--- config.mk ---
export PLATFORM = sky130hd
export DESIGN_NAME = serial_cmd_reg
export DESIGN_NICKNAME = d
export VERILOG_FILES = /design/src/rtl/serial_cmd_pkg.sv /design/src/rtl/serial_cmd_sync.sv /design/src/rtl/serial_cmd_capture.sv /design/src/rtl/serial_cmd_regs.sv /design/src/rtl/serial_cmd_reg.sv
export SDC_FILE = /design/constraint.sdc
export NUM_CORES = 1
export LEC_CHECK = 0
export BUFFER_PORTS_ARGS = -buffer_cell sky130_fd_sc_hd__buf_2
export CORE_MARGIN = 2
export CORE_UTILIZATION = 50
export DETAILED_ROUTE_END_ITERATION = 10
export PLACE_DENSITY = 0.74
export SYNTH_ARGS = -nofsm -noshare
export SYNTH_HDL_FRONTEND = slang
export SYNTH_SLANG_ARGS = --single-unit
--- constraint.sdc ---
create_clock -name clk_i -period 1.72 [get_ports clk_i]
set_clock_uncertainty 0.05 [all_clocks]
set_input_delay 0.086 -clock clk_i [delete_from_list [all_inputs] [get_ports clk_i]]
set_output_delay 0.086 -clock clk_i [all_outputs]
set_load 0.05 [all_outputs]
--- src/rtl/serial_cmd_pkg.sv ---
`timescale 1ns/1ps
package serial_cmd_pkg;
  localparam int CMD_W     = 16;
  localparam int FIELD_LSB = 2;
  localparam int FIELD_W   = 10;
  localparam int SEL_W     = CMD_W - FIELD_LSB - FIELD_W;
  // only D15..D2 are kept; D1..D0 fall off the end of the shifter
  localparam int KEEP_W    = CMD_W - FIELD_LSB;
  localparam int CNT_W     = $clog2(CMD_W + 1);

  typedef enum logic [SEL_W-1:0] {
    SEL_GAIN = 4'b0000,
    SEL_SHUT = 4'b0001,
    SEL_MODE = 4'b1111
  } sel_e;
endpackage

--- src/rtl/serial_cmd_sync.sv ---
`timescale 1ns/1ps
module serial_cmd_sync #(
  parameter int WIDTH  = 3,
  parameter int STAGES = 2
) (
  input  logic             clk_i,
  input  logic             rst_ni,
  input  logic [WIDTH-1:0] d_i,
  output logic [WIDTH-1:0] q_o
);
  logic [WIDTH-1:0] stg [STAGES];

  for (genvar s = 0; s < STAGES; s++) begin : g_stage
    always_ff @(posedge clk_i or negedge rst_ni) begin
      if (!rst_ni) stg[s] <= '0;
      else if (s == 0) stg[s] <= d_i;
      else stg[s] <= stg[(s == 0) ? 0 : s-1];
    end
  end

  assign q_o = stg[STAGES-1];
endmodule

--- src/rtl/serial_cmd_capture.sv ---
`timescale 1ns/1ps
module serial_cmd_capture
  import serial_cmd_pkg::*;
(
  input  logic              clk_i,
  input  logic              rst_ni,
  input  logic              en_s_i,
  input  logic              sclk_s_i,
  input  logic              sdata_s_i,
  output logic              apply_o,
  output logic [KEEP_W-1:0] word_o
);
  logic             en_q, sclk_q;
  logic             sclk_rise, en_rise;
  logic [CNT_W-1:0] cnt_q;
  logic [KEEP_W-1:0] sh_q;

  assign sclk_rise = sclk_s_i & ~sclk_q;
  assign en_rise   = en_s_i & ~en_q;

  always_ff @(posedge clk_i or negedge rst_ni) begin
    if (!rst_ni) begin
      en_q   <= 1'b0;
      sclk_q <= 1'b0;
    end else begin
      en_q   <= en_s_i;
      sclk_q <= sclk_s_i;
    end
  end

  // edge count saturates at one word, cleared while enable is high
  always_ff @(posedge clk_i or negedge rst_ni) begin
    if (!rst_ni) cnt_q <= '0;
    else if (en_s_i) cnt_q <= '0;
    else if (sclk_rise && (cnt_q != CNT_W'(CMD_W))) cnt_q <= cnt_q + 1'b1;
  end

  // LSB-first: newest bit enters at the top
  always_ff @(posedge clk_i or negedge rst_ni) begin
    if (!rst_ni) sh_q <= '0;
    else if (!en_s_i && sclk_rise) sh_q <= {sdata_s_i, sh_q[KEEP_W-1:1]};
  end

  assign apply_o = en_rise && (cnt_q == CNT_W'(CMD_W));
  assign word_o  = sh_q;
endmodule

--- src/rtl/serial_cmd_regs.sv ---
`timescale 1ns/1ps
module serial_cmd_regs
  import serial_cmd_pkg::*;
#(
  parameter logic [FIELD_W-1:0] GAIN_RST = 10'd192,
  parameter logic [FIELD_W-1:0] SHUT_RST = 10'd0
) (
  input  logic               clk_i,
  input  logic               rst_ni,
  input  logic               apply_i,
  input  logic [SEL_W-1:0]   sel_i,
  input  logic [FIELD_W-1:0] field_i,
  output logic [FIELD_W-1:0] gain_o,
  output logic [FIELD_W-1:0] shutter_o,
  output logic               monitor_o,
  output logic               clamp_man_o
);
  always_ff @(posedge clk_i or negedge rst_ni) begin
    if (!rst_ni) begin
      gain_o      <= GAIN_RST;
      shutter_o   <= SHUT_RST;
      monitor_o   <= 1'b0;
      clamp_man_o <= 1'b0;
    end else if (apply_i) begin
      unique case (sel_i)
        SEL_GAIN: gain_o    <= field_i;
        SEL_SHUT: shutter_o <= field_i;
        SEL_MODE: begin
          monitor_o   <= field_i[0];
          clamp_man_o <= field_i[1];
        end
        default: ;
      endcase
    end
  end
endmodule

--- src/rtl/serial_cmd_reg.sv ---
`timescale 1ns/1ps
module serial_cmd_reg
  import serial_cmd_pkg::*;
#(
  parameter int                 SYNC_STAGES = 2,
  parameter logic [FIELD_W-1:0] GAIN_RST    = 10'd192,
  parameter logic [FIELD_W-1:0] SHUT_RST    = 10'd0
) (
  input  logic               clk_i,
  input  logic               rst_ni,
  input  logic               en_i,
  input  logic               sclk_i,
  input  logic               sdata_i,
  output logic [FIELD_W-1:0] gain_o,
  output logic [FIELD_W-1:0] shutter_o,
  output logic               monitor_o,
  output logic               clamp_man_o
);
  logic [2:0]        pins_s;
  logic              apply;
  logic [KEEP_W-1:0] word;

  serial_cmd_sync #(.WIDTH(3), .STAGES(SYNC_STAGES)) u_sync (
    .clk_i  (clk_i),
    .rst_ni (rst_ni),
    .d_i    ({en_i, sclk_i, sdata_i}),
    .q_o    (pins_s)
  );

  serial_cmd_capture u_cap (
    .clk_i     (clk_i),
    .rst_ni    (rst_ni),
    .en_s_i    (pins_s[2]),
    .sclk_s_i  (pins_s[1]),
    .sdata_s_i (pins_s[0]),
    .apply_o   (apply),
    .word_o    (word)
  );

  serial_cmd_regs #(.GAIN_RST(GAIN_RST), .SHUT_RST(SHUT_RST)) u_regs (
    .clk_i       (clk_i),
    .rst_ni      (rst_ni),
    .apply_i     (apply),
    .sel_i       (word[KEEP_W-1 -: SEL_W]),
    .field_i     (word[FIELD_W-1:0]),
    .gain_o      (gain_o),
    .shutter_o   (shutter_o),
    .monitor_o   (monitor_o),
    .clamp_man_o (clamp_man_o)
  );
endmodule

# Word level (Yosys, flattened, before mapping)
# Index checks and enable logic that the tools add are counted.
# classes
mux	2
reduce_logical	9
eq_ne	4
bitwise_logic	4
add_sub_neg	1
# ops
op	count
$mux W5	2
$reduce_and A2 Y1	3
$add A5 B1 Y5 const B	1
$eq A5 B5 Y1 const B	1
$ne A5 B5 Y1 const B	1
$eq A4 B1 Y1 const B	1
$eq A4 B4 Y1 const B	1
$logic_not A4 Y1	1
$logic_and A1 B1 Y1	3
$and A1 B1 Y1	2
$not A1 Y1	2
$reduce_bool A2 Y1	1
$logic_not A1 Y1	1
# word_totals
out_inout_bits	22
ff_bits	49
input_bits	5

# Depth between registers and ports, before layout
# depth
word_depth	5
mapped_depth	6

# Cells and area by module
# A second synthesis with hierarchy kept.
# hier_totals
hier_cells	122
area_unflattened_um2	2011.9
# modules_own_cells
mod	cells_per_inst	seq_area_each_um2	n_inst	area_each_um2
serial_cmd_capture	63	525.5	1	929.6
serial_cmd_regs	50	553.0	1	909.6
serial_cmd_sync	9	150.1	1	172.7

# Least setup slack after synthesis
# No wires, ideal clock.
# synth_timing
path_type	register to register
from	register u_cap.sh_q[11] (netlist: u_cap.word_o[11])
to	register u_regs.shutter_o[0]
setup_slack_ns	-0.096
n_path_buf	1
path_stages_with_launch	5
arrival_ns	1.641
required_time_ns	1.545
period_less_slack_ns	1.816
cell_sequence	dfrtp_1 > or4b_4 > nor4b_4 > buf_6 > mux2_2
# synth_between
elab_chain_cells	2
# synth_rtl
element	line	text
start, declared	serial_cmd_capture.sv:16	logic [KEEP_W-1:0] sh_q;
start signal, assigned	serial_cmd_capture.sv:41	else if (!en_s_i && sclk_rise) sh_q <= {sdata_s_i, sh_q[KEEP_W-1:1]};
$eq A4 B1 Y1	serial_cmd_regs.sv:25	unique case (sel_i)
$reduce_and A2 Y1 (no source line)	n/a	
end signal, assigned	serial_cmd_regs.sv:27	SEL_SHUT: shutter_o <= field_i;
end, declared	serial_cmd_regs.sv:14	output logic [FIELD_W-1:0] shutter_o,
# Every way passes these cells.
# A chain may end at the register's enable or synchronous reset.

# Worst setup path in the final report
# layout_timing
from	register u_cap.sh_q[11] (netlist: u_cap.word_o[11])
to	register u_regs.shutter_o[5]
# Same word-level chain as after synthesis.

==> results.py <==
metrics = {
    "floorplanning": {
        "fp.dieW_um": 65.9,
        "floorplan.initialDensity": 0.523,
        "dieArea_mm2": 0.00434,
        "core_area_mm2": 0.00366,
        "dieHeight_um": 65.9,
        "row_count": 22,
        "top_level_ports": 27,
    },
    "cts": {
        "numClockSinks": 49,
        "numCtsBuffers": 5,
        "clock_tree.root_cell": "sky130_fd_sc_hd__clkbuf_8",
        "clkLatencyLatePin_ps": 290,
        "cts_clk_pin_slew_worst_paths_ps": 80,
        "cts-root-to-sink-buffers": 2,
        "cts-htree-levels": 2,
        "cts_tree": "built",
    },
    "power_and_ir_drop": {
        "sequential_share_of_power": 0.553,
        "net_load_switching_power_uw": 540,
        "cellPowerDensity_mw_per_mm2": 1000,
        "clockPowerShare": 0.339,
        "p_int_uw": 1880,
        "switching_share": 0.223,
        "total_power_uw": 2420,
        "pwr-share-comb": 0.108,
        "static-leakage-power_uw": 0.00121,
        "power.ir.vdd_worst_mv": 0.657,
    },
    "global_route": {
        "largest_net_degree_at_the_start_of_global_routing": 25,
        "grt_pass1_wl_um": 5580,
        "first_global_vias": 1185,
        "antenna_found_initial": 0,
        "globalRoute.totalOverflow": 0,
        "globalRouteTotalUtil": 0.174,
    },
    "drt": {
        "routed_wirelength_um": 3310,
        "drt_iter0_markers": 34,
        "total_number_of_vias": 1154,
        "avgViaCountPerCell": 5.20,
        "drtAntennaViolNets": 0,
        "post-route-drc-count": 0,
        "detail_route.first_pass.iterations": 4,
        "route.detailed.wl_per_inst_um": 14.9,
    },
    "worst_setup_path": {
        "worstSetupEndpointType": "flop",
        "cp_cell_sequence": "or4b_4, nor4b_4, buf_6, mux2_2",
        "critPathArrivalTime_ps": 2010,
        "critical_path.top_delay_family": "simple AND/OR/NAND/NOR gates",
        "critical_path.max_stage_delay_ps": 550,
        "critical_path_required_ps": 1850,
        "crit_path_max_fanout": 6,
        "timing_worst_setup_path_type": "reg -> reg",
        "critPathBufInv": 1,
        "reg2reg_depth": 4,
        "worstSetupPathDepth": 4,
        "timing.critical_path.from_type": "flop",
        "slowest_stage": "sky130_fd_sc_hd__or4b_4",
    },
    "yosys": {
        "post_synth_instance_area_mm2": 0.00191,
        "yosys-mux-area-fraction": 0.212,
        "avgSynthCellArea_um2": 15.6,
        "synth_fa_ha_area_frac": 0.0131,
        "synth_seq_cells": 49,
        "yosys.area_share.simple": 0.0882,
        "most_frequently_used_flop_master_after_synthesis": "sky130_fd_sc_hd__dfrtp_1",
        "synth-edff-count": 0,
        "synthesis.nets": 130,
        "synth_xor_area_frac": 0,
        "synth-seq-area-share": 0.642,
        "synth.yosys.warnings": 0,
        "synth_compound_area_frac": 0.0261,
        "async_flop_share": 1.00,
        "netlist_instances": 123,
        "synth.lib_cells_used.distinct": 26,
        "synth_top_family_by_area": "multiplexers",
    },
    "place": {
        "gp_congestion": 0.777,
        "number_of_port_buffers": 26,
        "dpl_wire_length_um": 2310,
        "postPlaceCellArea_mm2": 0.00220,
    },
    "finish": {
        "final_core_util": 0.660,
        "layout.cells.most_common": "sky130_fd_sc_hd__dfrtp_1",
        "num-nets-final": 180,
        "multiInputGateArea_um2": 696,
        "syn_to_layout_area_delta_pct": 26.3,
        "num_antenna_cells": 0,
        "layout.cells.most_common_list": "sky130_fd_sc_hd__dfrtp_1 (47), sky130_fd_sc_hd__mux2_2 (31), sky130_fd_sc_hd__buf_2 (26)",
        "filler_cells_inserted": 255,
        "ff_latch_area_mm2": 0.00123,
        "design_area_mm2": 0.00242,
        "layout-drive-gt1-share": 0.552,
    },
    "timing": {
        "setup-violations-final": 10,
        "maxSlewHeadroom": 0.660,
        "fmax_mhz": 532,
        "post-route-worst-setup-slack_ps": -161,
        "period_minus_slack_ps": 1880,
        "rsz0062_at_grt": "true",
        "final-hold-violation-count": 0,
        "timing.final.crit_share": 1.09,
        "holdWs_ps": 242,
        "final_max_slew_viol_count": 0,
        "worst_slew_pin_slew_ps": 510,
    },
    "min_path": {
        "min-delay-path-class": "in -> async",
    },
    "run": {
        "maxCapViolCount": 0,
    },
    "status": {
        "violated_checks": "negative setup slack",
        "result_of_the_run": "finished, violations left",
    },
}
power groups by stage:
| stage | logic (uW) | registers [uW] | clock network (uW) |
|---|---|---|---|
| floorplan | 122 | 1340 | 0 |
| global placement | 233 | 1350 | 0 |
| finish | 262 | 1340 | 820 |
| global route | 289 | 1360 | 898 |
| CTS | 264 | 1340 | 845 |
| detailed placement | 249 | 1360 | 0 |
layout make-up:
class | count | area share
Sequential cell | 49 | 0.508
Multi-Input combinational cell | 67 | 0.288
Timing Repair Buffer | 47 | 0.126
Clock buffer | 7 | 0.0357
Tap cell | 48 | 0.0248
Clock inverter | 1 | 0.0124
Inverter | 3 | 0.00466
per-stage QoR:
step	TNS [ps]	setup slack [ps]	std cells
2_1_floorplan	-1010	-95.9	123
3_3_place_gp	-1210	-112	209
3_5_place_dp	-1780	-169	209
4_1_cts	-1680	-193	221
5_1_grt	-2230	-235	222
6_report	-1490	-161	222
cell families (layout without fill, tap and decap cells):
kind of cell	after synthesis	after routing
compound gates	10	10
simple gates	19	19
buf+inv	7	58
flops	49	49
fa+ha+maj	2	2
mux	36	36
worst reg2reg max path, cell delays in order, from the launching register on:
cell	delay (ps)
sky130_fd_sc_hd__dfrtp_1	390
sky130_fd_sc_hd__or4b_4	550
sky130_fd_sc_hd__nor4b_4	270
sky130_fd_sc_hd__buf_6	170
sky130_fd_sc_hd__mux2_2	330
cells in the mapped netlist (2+ instances only):
cell type                 count  area [um2]
sky130_fd_sc_hd__dfstp_2      2        52.6
sky130_fd_sc_hd__nand2_1      2        7.51
sky130_fd_sc_hd__a21oi_1      5        25.0
sky130_fd_sc_hd__o21ai_0      5        25.0
sky130_fd_sc_hd__nand3_1      2        10.0
sky130_fd_sc_hd__or3_1        2        12.5
sky130_fd_sc_hd__dfrtp_1     47        1180
sky130_fd_sc_hd__mux2_2      36         405
sky130_fd_sc_hd__inv_1        3        11.3
sky130_fd_sc_hd__buf_2        2        10.0
sky130_fd_sc_hd__ha_1         2        25.0
state kept, by name, summed over array words and instances (netlist names):
register,flops
u_cap.cnt_q,5
u_regs.monitor_o,1
u_sync.stg,3
u_sync.q_o,3
u_regs.gain_o,10
u_cap.sclk_q,1
u_cap.en_q,1
u_regs.shutter_o,10
u_regs.clamp_man_o,1
u_cap.word_o,14
final timing paths:
kind	slack, ps	end	from
setup / recovery	-160	u_regs.shutter_o[5]$_DFFE_PN0P_	u_cap.word_o[11]$_DFFE_PN0P_
hold / removal	240	u_cap.word_o[8]$_DFFE_PN0P_	rst_ni
setup reg to reg	-160	u_regs.shutter_o[5]$_DFFE_PN0P_	u_cap.word_o[11]$_DFFE_PN0P_
hold reg to reg	310	u_sync.q_o[0]$_DFF_PN0_	u_sync.stg[3]$_DFF_PN0_
max in group asynchronous	720	u_regs.gain_o[6]$_DFFE_PN1P_	rst_ni
min in group clk_i	310	u_sync.q_o[0]$_DFF_PN0_	u_sync.stg[3]$_DFF_PN0_
what timing repair did:
| action | 4_1_cts | 5_1_grt |
|---|---|---|
| endpoints found under the hold margin | 25 | 0 |
| pin swaps | 2 | 0 |
| gates resized for setup | 9 | 4 |
| hold buffers | 4 | 0 |
| gates cloned | 0 | 0 |
| buffers inserted | 0 | 1 |
| setup endpoints to repair | 20 | 16 |
per-layer routing:
metal	up-vias	wire (um)	track usage
li1	538	-	-
met2	21	1720	0.289
met4	0	0	0.0547
met1	595	1470	0.222
met3	0	109	0.0477
met5	-	0	0
Note: power is estimated with default switching activity, not from simulation.
